===== src/rtl/lw_sram.sv =====
module lw_sram #(
  parameter int ADDR_W = 6,
  parameter int LANES  = 2,
  parameter int LANE_W = 9,
  localparam int DATA_W = LANES * LANE_W,
  localparam int DEPTH  = 1 << ADDR_W
) (
  input  logic              clk,
  input  logic              rst_n,
  input  logic              pipe_mode,
  input  logic              ilv_order,
  input  logic              cs_a,
  input  logic              cs_b,
  input  logic              cs_c,
  input  logic              adv,
  input  logic              we,
  input  logic [LANES-1:0]  be,
  input  logic [ADDR_W-1:0] addr,
  input  logic [DATA_W-1:0] din,
  input  logic              oe,
  output logic [DATA_W-1:0] dout,
  output logic              dout_en
);

  logic [DATA_W-1:0] mem [DEPTH];

  logic              b_act, b_we;
  logic [ADDR_W-1:0] b_start;
  logic [1:0]        b_cnt;

  wire       sel   = cs_a & cs_b & cs_c;
  wire [1:0] b_stp = b_cnt + 2'd1;
  wire [1:0] b_lo  = ilv_order ? (b_start[1:0] ^ b_stp) : (b_start[1:0] + b_stp);

  wire              act   = adv ? b_act : sel;
  wire              is_wr = adv ? b_we : we;
  wire [ADDR_W-1:0] ea    = adv ? {b_start[ADDR_W-1:2], b_lo} : addr;

  logic              s1_v, s2_v;
  logic [ADDR_W-1:0] s1_a, s2_a;
  logic [LANES-1:0]  s1_be, s2_be;

  wire              wc_v  = pipe_mode ? s2_v  : s1_v;
  wire [ADDR_W-1:0] wc_a  = pipe_mode ? s2_a  : s1_a;
  wire [LANES-1:0]  wc_be = pipe_mode ? s2_be : s1_be;

  logic              r_v, o_v;
  logic [ADDR_W-1:0] r_a;
  logic [DATA_W-1:0] o_d, view;

  wire fwd = wc_v && (wc_a == r_a);

  for (genvar i = 0; i < LANES; i++) begin : g_lane
    assign view[i*LANE_W +: LANE_W] = (fwd && wc_be[i]) ? din[i*LANE_W +: LANE_W]
                                                        : mem[r_a][i*LANE_W +: LANE_W];
  end

  always_ff @(posedge clk) begin
    for (int i = 0; i < LANES; i++)
      if (wc_v && wc_be[i]) mem[wc_a][i*LANE_W +: LANE_W] <= din[i*LANE_W +: LANE_W];
  end

  always_ff @(posedge clk) begin
    if (!rst_n) begin
      b_act <= 1'b0;
      b_we  <= 1'b0;
      b_cnt <= 2'd0;
      s1_v  <= 1'b0;
      s2_v  <= 1'b0;
      r_v   <= 1'b0;
      o_v   <= 1'b0;
    end else begin
      if (!adv) begin
        b_act <= sel;
        b_we  <= we;
        b_cnt <= 2'd0;
      end else if (b_act) begin
        b_cnt <= b_stp;
      end
      s1_v <= act & is_wr;
      s2_v <= s1_v;
      r_v  <= act & ~is_wr;
      o_v  <= r_v;
    end
  end

  always_ff @(posedge clk) begin
    if (!adv) b_start <= addr;
    s1_a  <= ea;
    s1_be <= be;
    s2_a  <= s1_a;
    s2_be <= s1_be;
    r_a   <= ea;
    if (r_v) o_d <= view;
  end

  assign dout_en = oe & (pipe_mode ? o_v : r_v);
  assign dout    = dout_en ? (pipe_mode ? o_d : view) : '0;

endmodule



===== config.mk =====
export PLATFORM = sky130hd
export DESIGN_NAME = lw_sram
export DESIGN_NICKNAME = d
export VERILOG_FILES = /design/src/rtl/lw_sram.sv
export SDC_FILE = /design/constraint.sdc
export NUM_CORES = 1
export LEC_CHECK = 0
export ABC_AREA = 1
export ABC_CLOCK_PERIOD_IN_PS = 2700
export BUFFER_PORTS_ARGS = -buffer_cell sky130_fd_sc_hd__buf_2
export CELL_PAD_IN_SITES_DETAIL_PLACEMENT = 1
export CELL_PAD_IN_SITES_GLOBAL_PLACEMENT = 2
export CORE_ASPECT_RATIO = 1.25
export CORE_UTILIZATION = 45
export CTS_BUF_LIST = sky130_fd_sc_hd__clkbuf_4
export DETAILED_ROUTE_END_ITERATION = 8
export GPL_ROUTABILITY_DRIVEN = 0
export PLACE_DENSITY_LB_ADDON = 0.1
export SYNTH_ARGS = -nofsm -noshare
export SYNTH_HDL_FRONTEND = slang
export SYNTH_SLANG_ARGS = --single-unit

===== constraint.sdc =====
create_clock -name clk -period 2.7 [get_ports clk]
set_input_delay 0.405 -clock clk [delete_from_list [all_inputs] [get_ports clk]]
set_output_delay 0.405 -clock clk [all_outputs]
set_load 0.005 [all_outputs]

==> metrics.cfg <==
[clock_tree]
cts.sinks = 1200
cts_tree = built
cts-htree-levels = 5
clkTransAtPathRegs_ps = 70
number_of_buffers_between_clock_root_and_the_deepest_sink = 4
cts_buffers = 316
clk_root_buffer_cell = sky130_fd_sc_hd__clkbuf_4
clock_latency_ps = 1250

[detailed_routing]
avgRoutedWirePerCell_um = 26.08
postRouteAntennaNets = 0
route.final.wire_length_um = 173100
drt_pass_1_iters = 5
topRoutingLayerUsed = met4
vias = 36740
met2RoutedLength_um = 88630
route.met3.wl_um = 8513
drt-vias-per-instance = 5.535
wl_met1_um = 67210
drt_iter0_markers = 2732
remaining_drc_errors = 0

[sta]
worst_slew_margin_rel_pct = 40.01
tightestPinTransition_ps = 899.9
fin_skew_ps = 66.21
setup_viol_count_final = 18
hold_viol_final = 0
maxClockFrequency_ghz = 0.2560
finalWorstSetupSlack_ps = -1207
final_period_minus_worst_setup_slack_ps = 3907
rsz0062_at_grt = yes
final_max_slew_viol_count = 0
timing.final.crit_share_pct = 144.7

[placement]
port_buffers = 54
worst_setup_slack_after_placement_ps = -483.8
hpwlAfterDp_um = 103500

[logic_synthesis]
synth_nets = 4351
synth-seq-area-share_pct = 72.82
synth.ff_latch_count = 1200
synth_async_sr_flop_share_pct = 0
synth_area_per_cell_um2 = 11.39
synth_area_leaders = sky130_fd_sc_hd__edfxtp_1 (72%), sky130_fd_sc_hd__nand2_1 (12%), sky130_fd_sc_hd__nand3_1 (10%), sky130_fd_sc_hd__buf_2 (1.4%), sky130_fd_sc_hd__nor2_1 (1.2%)
syn-instance-count = 4314
synth-warning-count = 0
synthDominantCellAreaShare_pct = 71.84
synth.lib_cells_used.distinct = 31
synth-edff-count = 1176
ys_dominant_reg_cell = sky130_fd_sc_hd__edfxtp_1
yosys.area.top_type = sky130_fd_sc_hd__edfxtp_1
synth.cell_area_um2 = 49160

[cells_and_area]
post_route_cells_drive_above_1_share_pct = 29.02
sequential_cell_area_um2 = 35810
syn_to_final_growth_pct = 28.41
final_net_count = 5033
filler_instances = 11080
multi_input_comb_area_um2 = 14120

[global_route]
gr-usage-all-layers_pct = 31.03
grt_max_degree = 65
grt.overflow.total = 0
grt_antenna_before_repair = 5
grt_pass1_vias = 38470
grt_pass1_wl_um = 249500

[critical_path]
critical_path.startpoint = r_a[0]
cp-start-kind = flip-flop
r2r_start = r_a[2]
cp_max_fo = 13
timing.setup.critical_path_class = flip-flop to primary output
arrival_ps = 3500
worst_ep_required_time_ps = 2300
endpoint_class_of_the_critical_path = primary output
regToRegSetupSlack_ps = 140

[floorplan]
die-height_um = 371.5
die_area_um2 = 110600
chipWidth_um = 297.6
initial_utilization_pct = 45.40
coreArea_um2 = 108300
floorplan.io_pins = 55
num_rows = 135

[status]
run_status = finished with violations
failed_checks = setup timing

[power]
max-vdd-ir-drop_v = 0.0005834
power.density_cell_area_nw_per_um2 = 675.4
total_power_w = 0.04264
power.static_leakage_nw = 23.93

[hold_path]
holdCritStartpoint = din[5]
hold_class = input port to flip-flop

[job]
maxCapViolations = 0

cell usage after synthesis (all sizes together), types with 2 or more instances:
cell type,number
edfxtp,1176
xnor2,2
or2,19
buf,191
dfxtp,24
nand3,997
dlygate4sd1,2
nand2,1576
nor2,156
clkbuf,78
o21ai,24
inv,39
a21oi,23
per-layer routing:
| metal | vias to the layer above | global-route usage, % |
|---|---|---|
| li1 | 16620 | - |
| met1 | 18650 | 36.76 |
| met2 | 1153 | 53.75 |
| met3 | 322 | 5.194 |
| met4 | 0 | 17.29 |
| met5 | - | 0 |
state kept, by name, summed over array words and instances, names as in the netlist, 2 cells and up:
register / count
mem: 1152
b_start: 6
s2_a: 6
r_a: 6
s2_be: 2
s1_be: 2
b_cnt: 2
o_d: 18
per-stage QoR:
stage	utilization (%)	setup TNS, ps	area [um2]	std cells	hold WS [ps]
6_report	58.30	-20740	63120	6638	174.2
5_1_grt	58.30	-23690	63120	6638	95.48
4_1_cts	56.94	-23440	61650	6600	14.27
3_5_place_dp	50.22	-5373	54370	5959	349.3
3_3_place_gp	50.22	-4919	54370	5959	345.5
2_1_floorplan	-	0	49160	4314	331.1
layout make-up:
| class | instances | share of cell area, % |
|---|---|---|
| repair inverters | 2 | 0.06541 |
| flip-flops and latches | 1200 | 56.74 |
| inverters | 40 | 0.3132 |
| multi-input cells | 2802 | 22.38 |
| clock buffers | 450 | 5.352 |
| well taps | 1438 | 2.850 |
| repair buffers | 634 | 11.79 |
| clock inverters | 69 | 0.5094 |
| diodes | 3 | 0.01189 |
cell families (layout without fill, tap and decap cells):
family          Yosys count  in the layout  share of synthesized area, %
other cells               0              3                             0
simple gates           2749           2749                         23.66
buf+inv                 312           1195                         2.902
flops                  1200           1200                         72.82
xor+xnor                  3              3                       0.05346
fa+ha+maj                 1              1                       0.02545
compound gates           49             49                        0.5473
layout by cell type (no fill, tap or decap), types with 3 or more instances in the layout:
master	netlist	final
sky130_fd_sc_hd__inv_2	3	9
sky130_fd_sc_hd__nand3_4	0	59
sky130_fd_sc_hd__dfxtp_2	0	3
sky130_fd_sc_hd__nand2_1	1576	1420
sky130_fd_sc_hd__buf_8	0	11
sky130_fd_sc_hd__nand2_2	0	146
sky130_fd_sc_hd__nand2_4	0	9
sky130_fd_sc_hd__nand3_2	2	183
sky130_fd_sc_hd__or2_4	0	8
sky130_fd_sc_hd__dfxtp_1	24	17
sky130_fd_sc_hd__inv_1	36	33
sky130_fd_sc_hd__buf_6	4	42
sky130_fd_sc_hd__buf_2	137	54
sky130_fd_sc_hd__clkbuf_4	0	450
sky130_fd_sc_hd__buf_4	2	325
sky130_fd_sc_hd__o21ai_0	22	21
sky130_fd_sc_hd__or2_2	17	9
sky130_fd_sc_hd__edfxtp_1	1176	1176
sky130_fd_sc_hd__nand3_1	995	755
sky130_fd_sc_hd__buf_12	0	98
sky130_fd_sc_hd__clkbuf_16	0	10
sky130_fd_sc_hd__dlygate4sd3_1	1	43
sky130_fd_sc_hd__clkinv_1	1	54
sky130_fd_sc_hd__a21oi_2	1	15
sky130_fd_sc_hd__buf_16	0	42
sky130_fd_sc_hd__clkinv_2	0	8
sky130_fd_sc_hd__nor2_1	155	154
sky130_fd_sc_hd__bufbuf_16	0	9
sky130_fd_sc_hd__diode_2	0	3
sky130_fd_sc_hd__a21oi_1	22	7
sky130_fd_sc_hd__dfxtp_4	0	4
critical path: stages (launching register included):
cell,delay [ps]
sky130_fd_sc_hd__dfxtp_4,370
sky130_fd_sc_hd__buf_12,180
sky130_fd_sc_hd__clkinv_16,120
sky130_fd_sc_hd__buf_8,170
sky130_fd_sc_hd__bufbuf_16,280
sky130_fd_sc_hd__nand2_1,60
sky130_fd_sc_hd__nand3_1,90
sky130_fd_sc_hd__nand3_1,120
sky130_fd_sc_hd__nand2_2,80
sky130_fd_sc_hd__nand2_1,70
sky130_fd_sc_hd__nand3_2,140
sky130_fd_sc_hd__nand3_4,150
sky130_fd_sc_hd__nand3_2,100
sky130_fd_sc_hd__nand2_2,110
sky130_fd_sc_hd__a21oi_2,70
sky130_fd_sc_hd__buf_2,150
repair_timing:
action                                  CTS  global route
pin swaps                                86           131
endpoints found under the setup margin   25            19
endpoints found under the hold margin   861             0
gates resized for setup                 383           254
hold buffers                             43             0
buffers inserted                         49            28
gates cloned                             32            12
worst paths after layout:
check / to / depth (start not counted)
setup / recovery: dout[2] / 15
setup reg to reg: mem[13][3] / 10
hold / removal: o_d[5] / 5
hold reg to reg: s2_be[0] / 0
power breakdown:
group,leakage [nW],total (W),switching [W],internal (W)
sequential,10.8,0.0205,0.0000370,0.0205
clock,2.24,0.0153,0.00745,0.00780
combinational,10.9,0.00686,0.00426,0.00260
(Power assumes the default switching activity.)
